$ cat src/rtl/alarm_match_pkg.sv
package alarm_match_pkg;

    parameter int DATA_W   = 8;
    parameter int ADDR_W   = 3;
    parameter int N_FIELDS = 4;

    // Bit positions and reset values shared by the register port.
    localparam int EN_BIT   = 7;
    localparam int IE_BIT   = 0;
    localparam int FLAG_BIT = 1;
    localparam logic [DATA_W-1:0] FIELD_RST = DATA_W'(1) << EN_BIT;
    localparam logic [ADDR_W-1:0] CTRL_ADDR = '0;

    // Compare masks, one byte per field: minute, hour, date, weekday.
    localparam logic [N_FIELDS*DATA_W-1:0] FIELD_MASKS = {8'h07, 8'h3F, 8'h3F, 8'h7F};

    typedef enum logic {
        ST_CLEAR  = 1'b0,
        ST_RAISED = 1'b1
    } flag_state_e;

endpackage

$ cat src/rtl/alarm_regs.sv
module alarm_regs
    import alarm_match_pkg::*;
#(
    parameter int DW = DATA_W,
    parameter int AW = ADDR_W,
    parameter int NF = N_FIELDS
) (
    input  logic            clk_i,
    input  logic            rst_ni,
    input  logic            wr_i,
    input  logic [AW-1:0]   addr_i,
    input  logic [DW-1:0]   wdata_i,
    input  logic            flag_i,
    output logic [DW-1:0]   rdata_o,
    output logic [NF*DW-1:0] alarm_o,
    output logic            ie_o,
    output logic            clr_o
);

    logic ie_q;
    logic ctrl_sel;

    assign ctrl_sel = (addr_i == AW'(CTRL_ADDR));
    assign clr_o    = wr_i && ctrl_sel && !wdata_i[FLAG_BIT];
    assign ie_o     = ie_q;

    always_ff @(posedge clk_i or negedge rst_ni) begin
        if (!rst_ni)
            ie_q <= 1'b0;
        else if (wr_i && ctrl_sel)
            ie_q <= wdata_i[IE_BIT];
    end

    for (genvar g = 0; g < NF; g++) begin : g_field
        localparam logic [AW-1:0] MY_ADDR = AW'(g + 1);
        logic [DW-1:0] val_q;

        always_ff @(posedge clk_i or negedge rst_ni) begin
            if (!rst_ni)
                val_q <= DW'(FIELD_RST);
            else if (wr_i && addr_i == MY_ADDR)
                val_q <= wdata_i;
        end

        assign alarm_o[g*DW +: DW] = val_q;
    end

    always_comb begin
        rdata_o = '0;
        if (ctrl_sel) begin
            rdata_o[IE_BIT]   = ie_q;
            rdata_o[FLAG_BIT] = flag_i;
        end
        for (int i = 0; i < NF; i++) begin
            if (addr_i == AW'(i + 1))
                rdata_o = alarm_o[i*DW +: DW];
        end
    end


    alarm_hold_chk: assert property (@(posedge clk_i) disable iff (!rst_ni)
        !wr_i |=> $stable(alarm_o));


    ie_hold_chk: assert property (@(posedge clk_i) disable iff (!rst_ni)
        !wr_i |=> $stable(ie_o));

endmodule

$ cat src/rtl/alarm_compare.sv
module alarm_compare
    import alarm_match_pkg::*;
#(
    parameter int DW = DATA_W,
    parameter int NF = N_FIELDS
) (
    input  logic              clk_i,
    input  logic              rst_ni,
    input  logic [NF*DW-1:0]  alarm_i,
    input  logic [NF*DW-1:0]  time_i,
    output logic              match_o
);

    logic [NF-1:0] hit;
    logic [NF-1:0] used;

    for (genvar g = 0; g < NF; g++) begin : g_cmp
        logic [DW-1:0] a;
        logic [DW-1:0] t;
        logic [DW-1:0] m;
        assign a       = alarm_i[g*DW +: DW];
        assign t       = time_i[g*DW +: DW];
        assign m       = FIELD_MASKS[g*DW +: DW];
        assign used[g] = !a[EN_BIT];
        assign hit[g]  = !used[g] || (((a ^ t) & m) == '0);
    end

    assign match_o = (&hit) && (|used);


    all_off_chk: assert property (@(posedge clk_i) disable iff (!rst_ni)
        ($countones(used) == 0) |-> !match_o);

endmodule

$ cat src/rtl/alarm_flag_fsm.sv
module alarm_flag_fsm
    import alarm_match_pkg::*;
(
    input  logic clk_i,
    input  logic rst_ni,
    input  logic tick_i,
    input  logic match_i,
    input  logic clr_i,
    output logic flag_o
);

    flag_state_e state_q, state_d;
    logic        prev_q;
    logic        rise;

    assign rise = tick_i && match_i && !prev_q;

    always_ff @(posedge clk_i or negedge rst_ni) begin
        if (!rst_ni) begin
            state_q <= ST_CLEAR;
            prev_q  <= 1'b0;
        end else begin
            state_q <= state_d;
            if (tick_i)
                prev_q <= match_i;
        end
    end

    always_comb begin
        state_d = state_q;
        unique case (state_q)
            ST_CLEAR:  if (rise) state_d = ST_RAISED;
            ST_RAISED: if (clr_i && !rise) state_d = ST_CLEAR;
            default:   state_d = ST_CLEAR;
        endcase
    end

    always_comb begin
        flag_o = (state_q == ST_RAISED);
    end


    set_on_tick_chk: assert property (@(posedge clk_i) disable iff (!rst_ni)
        $rose(flag_o) |-> $past(tick_i && match_i));


    set_on_edge_chk: assert property (@(posedge clk_i) disable iff (!rst_ni)
        $rose(flag_o) |-> !$past(prev_q));


    sticky_chk: assert property (@(posedge clk_i) disable iff (!rst_ni)
        (flag_o && !clr_i) |=> flag_o);


    no_tick_no_set_chk: assert property (@(posedge clk_i) disable iff (!rst_ni)
        (!flag_o && !tick_i) |=> !flag_o);

endmodule

$ cat src/rtl/alarm_match_unit.sv
module alarm_match_unit
    import alarm_match_pkg::*;
(
    input  logic        clk_i,
    input  logic        rst_ni,
    input  logic        tick_i,
    input  logic [7:0]  min_i,
    input  logic [7:0]  hour_i,
    input  logic [7:0]  date_i,
    input  logic [7:0]  wday_i,
    input  logic        wr_i,
    input  logic [2:0]  addr_i,
    input  logic [7:0]  wdata_i,
    output logic [7:0]  rdata_o,
    output logic        irq_no
);

    localparam int VEC_W = N_FIELDS * DATA_W;

    logic [VEC_W-1:0] alarm_vec;
    logic [VEC_W-1:0] time_vec;
    logic             ie;
    logic             clr;
    logic             flag;
    logic             match;

    assign time_vec = {wday_i, date_i, hour_i, min_i};

    alarm_regs #(.DW(DATA_W), .AW(ADDR_W), .NF(N_FIELDS)) regs_i (
        .clk_i   (clk_i),
        .rst_ni  (rst_ni),
        .wr_i    (wr_i),
        .addr_i  (addr_i),
        .wdata_i (wdata_i),
        .flag_i  (flag),
        .rdata_o (rdata_o),
        .alarm_o (alarm_vec),
        .ie_o    (ie),
        .clr_o   (clr)
    );

    alarm_compare #(.DW(DATA_W), .NF(N_FIELDS)) cmp_i (
        .clk_i   (clk_i),
        .rst_ni  (rst_ni),
        .alarm_i (alarm_vec),
        .time_i  (time_vec),
        .match_o (match)
    );

    alarm_flag_fsm fsm_i (
        .clk_i   (clk_i),
        .rst_ni  (rst_ni),
        .tick_i  (tick_i),
        .match_i (match),
        .clr_i   (clr),
        .flag_o  (flag)
    );

    assign irq_no = !(flag && ie);


    irq_quiet_chk: assert property (@(posedge clk_i) disable iff (!rst_ni)
        !ie |-> irq_no);

endmodule

$ cat config.mk
export PLATFORM = sky130hd
export DESIGN_NAME = alarm_match_unit
export DESIGN_NICKNAME = d
export VERILOG_FILES = /design/src/rtl/alarm_match_pkg.sv /design/src/rtl/alarm_regs.sv /design/src/rtl/alarm_compare.sv /design/src/rtl/alarm_flag_fsm.sv /design/src/rtl/alarm_match_unit.sv
export SDC_FILE = /design/constraint.sdc
export NUM_CORES = 1
export LEC_CHECK = 0
export ABC_AREA = 0
export CELL_PAD_IN_SITES_DETAIL_PLACEMENT = 1
export CELL_PAD_IN_SITES_GLOBAL_PLACEMENT = 1
export CORE_AREA = 4 4 77 79
export DETAILED_ROUTE_END_ITERATION = 12
export DIE_AREA = 0 0 81 83
export PLACE_DENSITY_LB_ADDON = 0.1
export SYNTH_ARGS = -nofsm -noshare
export SYNTH_HDL_FRONTEND = slang
export SYNTH_SLANG_ARGS = --single-unit
$ cat constraint.sdc
create_clock -name clk_i -period 2.35 [get_ports clk_i]
set_input_delay 0.705 -clock clk_i [delete_from_list [all_inputs] [get_ports clk_i]]
set_output_delay 0.705 -clock clk_i [all_outputs]
set_load 0.1 [all_outputs]
* Yosys cells after proc, flatten, opt, wreduce, memory -nomap -nowiden
Cells that the tools add are included.
** Storage, ports and cells
- Memories :: 0
- Output and inout port bits :: 9
- Memory bits (read-only) :: 0
- Logic and storage cells :: 54
- Input bits :: 47
- Latch bits :: 0
- RAM bits :: 0
- Register bits :: 35
** Cells by class
- Reductions and logical operators :: 30
- Mux-type cells :: 8
- Order comparisons :: 0
- Multipliers :: 0
- Shift operators :: 0
- Bitwise gates (word level) :: 5
- Equality and inequality tests :: 4
- Div/mod/pow operators :: 0
- $add $sub $neg :: 0
** Operators with widths (count)
- $logic_not A8 Y1 :: 4
- $mux W8 :: 4
- $xor A6 B6 Y6 :: 2
- $logic_and A1 B1 Y1 :: 11
- $logic_not A1 Y1 :: 8
- $xor A7 B7 Y7 :: 1
- $eq A3 B2 Y1 const B :: 2
- $logic_or A1 B1 Y1 :: 4
- $reduce_and A4 Y1 :: 1
- $reduce_or A4 Y1 :: 1
- $eq A3 B1 Y1 const B :: 1
- $eq A3 B3 Y1 const B :: 1
- $logic_not A3 Y1 :: 1
- $xor A3 B3 Y3 :: 1
- $mux W1 :: 2
- $mux W2 :: 1
- $pmux W1 S2 :: 1
- $not A1 Y1 :: 1

* Longest topological paths before layout
- Word-level depth :: 11
- Depth in mapped cells :: 5
- Depth with buffers taken out :: 5

* By module
A second synthesis with hierarchy kept.
** Unflattened totals
- Cells, all modules :: 150
- Area total of the unflattened synthesis :: 1901.8 µm²
** By module, submodules not included
- alarm_regs :: instances 1, sequential area each 830.8 µm², cells an instance 110, area an instance 1564.0 µm²
- alarm_compare :: instances 1, sequential area each 0.0 µm², cells an instance 32, area an instance 255.2 µm²
- alarm_flag_fsm :: instances 1, sequential area each 50.0 µm², cells an instance 7, area an instance 78.8 µm²
- alarm_match_unit :: instances 1, sequential area each 0.0 µm², cells an instance 1, area an instance 3.8 µm²

* Worst setup path before layout
OpenSTA, ideal clock, no wires.
- Kind :: input -> output
- From :: in addr_i[0]
- To :: out rdata_o[1]
- Buffers on the path :: 1
- Setup slack :: -1.671 ns
- Stages :: 4
- Arrival time :: 3.316 ns
- Data required time :: 1.645 ns
- Path through :: buf_2 > mux4_2 > inv_1 > o21ai_0
** Between the ends
- Cells in the longest elaborated chain, start to end :: 6
- Elaborated cells on any way between the ends :: 10
** RTL lines
- start, declared :: line alarm_match_unit.sv:12 : input logic [2:0] addr_i,
- $logic_not A3 Y1 :: line alarm_regs.sv:23 : assign ctrl_sel = (addr_i == AW'(CTRL_ADDR));
- $mux W2 :: line alarm_regs.sv:50 : if (ctrl_sel) begin
- $mux W8 (3 in series) :: line alarm_regs.sv:55 : if (addr_i == AW'(i + 1))
- $mux W8 * :: line alarm_regs.sv:55
- end, declared :: line alarm_match_unit.sv:14 : output logic [7:0] rdata_o,
Mark *: on every way between the ends. The rest lies on a longest branch, timed or not.

* Worst setup path in the final report
- From :: in addr_i[1]
- To :: out rdata_o[4]
** Between the ends
- Cells in the longest elaborated chain, start to end :: 5
- Elaborated cells on any way between the ends :: 8
** RTL lines (line)
- $eq A3 B1 Y1 :: alarm_regs.sv:55
- $mux W8 (3 in series) :: alarm_regs.sv:55
- $mux W8 * :: alarm_regs.sv:55
Marked as above.

==> results.ini <==
[sta]
timing.hold.ws_ns = 0.4653
skew_ns = 0.002486
slew_viol_final = 0
relSlewSlack_pct = 68.13
fmax_mhz = 419.8
rsz0062_at_grt = true
setup_violations = 6
period_needed_ns = 2.382
final.period_utilization_pct = 101.4
layout_setup_ws_ns = -0.03200
hold_viol_final = 0
worstMarginPinSlew_ns = 0.4781

[grt]
overflow = 0
grt_pass1_vias = 1757
grt_max_degree = 36
grt_pass1_wl_mm = 9.356
grt_antenna_before_repair = 0
gr-usage-all-layers_pct = 18.64

[synth]
syn_inst = 148
syn_area_um2 = 1837
syn-num-nets = 195
synth-compound-area-share_pct = 8.106
ys_seq_elements = 35
synth_seq_area_share_pct = 47.96
yosys.area.top_type = dfrtp_1
yosysUniqueCellTypes = 27
synth-xor-area-share_pct = 10.49
muxShareOfSynthArea_pct = 25.34
yosys_warnings = 0
synth_top_family_by_area = multiplexers
synthSimpleGateAreaFrac_pct = 6.335
syn_avg_cell_area_um2 = 12.41
yosys.area_share.adder_pct = 0
synth_area_leaders = dfrtp_1, mux2_2, xor2_1
post-synth-top-area-fraction_pct = 42.23

[floorplanning]
rows = 27
core_um2 = 5338
die_w_um = 81
pin_count = 56
die_h_um = 83
start_util_pct = 34.41
fp.dieArea_um2 = 6723

[setup_path]
crit_arrival_ns = 1.68
cp_max_fo = 6
critPathKind = in2out
required_ns = 1.64
worst_setup_path_end_kind = primary output
cp-start-kind = input pin

[final_layout]
mostFrequentLayoutCells = clkdlybuf4s50_1, mux2_2, dfrtp_1
design_area_um2 = 2914
drive_above_1_share_pct = 47.96
n_antenna_cell = 0
num-nets-final = 267
syn2layout_area_growth_pct = 58.65
postLayoutCoreUtil_pct = 54.59
final_common_cell = clkdlybuf4s50_1

[place]
routabilityCongestion = 0.8118
hpwlAfterDp_mm = 4.449
placement.io_buffers = 45
place_area_um2 = 2778

[power_and_ir_drop]
power.leakage_nw = 1.183
power_density_nw_per_um2 = 741.0
peakVddDrop_v = 0.0004630

[run_status]
status = finished with violations
violations = negative setup slack

[clocking]
cts_sinks = 35
clk_latency_ns = 0.28
root_buffer = clkbuf_8
hold_buffers = 0
ctsLongestPathBuffers = 2
htree_levels = 2
cts_made_buffers = 5
clk_pin_slew_ns = 0.07
cts_tree = done

[detailed_routing]
wl_mm = 5.597
remaining_drc_errors = 0
viasPerCell = 4.932
vias = 1445
first_pass_iters = 4
wl_per_cell_um = 19.10
first_iter_violations = 62
drtAntennaViolNets = 0

[hold_path]
hold_class = reg2reg

[run]
drv_cap = 0

cell type report:
class                      count  area, um^2
clock inverter                 1       5.005
multi-input combinational    105        1097
fill                         568        2424
sequential                    35       880.8
inverter                       4       15.01
tap                           72       90.09
timing repair buffer          69       749.5
clock buffer                   7       76.32
path summary, 6_finish.rpt:
| check | from | end | slack [ns] | depth (start not counted) |
|---|---|---|---|---|
| max | addr_i[1] | rdata_o[4] | -0.03 | 6 |
| min | fsm_i.prev_q | fsm_i.flag_o | 0.47 | 1 |
| max reg2reg | regs_i.g_field[1].val_q[3] | fsm_i.flag_o | 0.46 | 6 |
| min reg2reg | fsm_i.prev_q | fsm_i.flag_o | 0.47 | 1 |
| max in group asynchronous | rst_ni | regs_i.g_field[0].val_q[7] | 1.14 | 2 |
| min in group asynchronous | rst_ni | regs_i.g_field[2].val_q[0] | 0.85 | 2 |
where the power goes:
group          internal, mW  switching (mW)  leakage, nW
Combinational         0.411           0.446        0.724
Sequential            0.748           0.136        0.417
Clock                 0.208           0.210       0.0422
sequential cells by signal (all words and copies together) (netlist names):
name	count
regs_i.g_field.val_q	32
fsm_i.flag_o	1
fsm_i.prev_q	1
regs_i.ie_o	1
synth_stat cells:
cell type and count:
a22oi_1 6, a31oi_1 3, a41oi_1 1, and3_1 1
and3b_1 1, buf_2 2, clkbuf_1 2, dfrtp_1 31
dfstp_2 4, inv_1 4, mux2_2 32, mux2i_1 6
mux4_2 2, nand2_1 4, nand2b_1 1, nand3_1 3
nor2_1 1, nor2_2 1, nor2b_1 3, nor4_1 4
o21ai_0 4, o21ai_1 2, o21ai_2 1, o22ai_1 6
or4_4 1, xnor2_1 7, xor2_1 15
what timing repair did:
item,CTS,global route
pin swaps,12,6
setup endpoints to repair,10,10
resized for setup,23,4
setup buffers,1,0
metrics by stage:
stage	power, mW	std cells	setup TNS, ns	setup WS [ns]
after CTS	2.183	293	-0.2136	-0.05396
after detailed placement	1.742	284	-9.334	-0.5363
after global routing	2.284	293	-0.4635	-0.09475
after floorplan	1.407	148	-0.5336	-0.1226
final	2.159	293	-0.1136	-0.03200
after global placement	1.708	284	-7.775	-0.5254
per-layer routing:
metal	up-vias	track usage, %	routed length, um
li1	685	-	-
met1	722	23.87	2453
met2	32	30.55	2854
met3	6	4.772	237
met4	0	5.530	51
met5	-	0	0
worst max-delay path, cell delays in order:
cell and delay (ns):
buf_8 0.10, buf_8 0.13, nor2b_4 0.25, a22oi_2 0.15, o22ai_4 0.15, buf_12 0.20
kinds of logic after synthesis:
logic type | Yosys count
muxes | 40
DFF | 35
AOI/OAI and AO/OA | 23
xor gates and xnor gates | 22
and+or+nand+nor | 20
buffers and inverters | 8
Power figures use the tool's default switching activity.
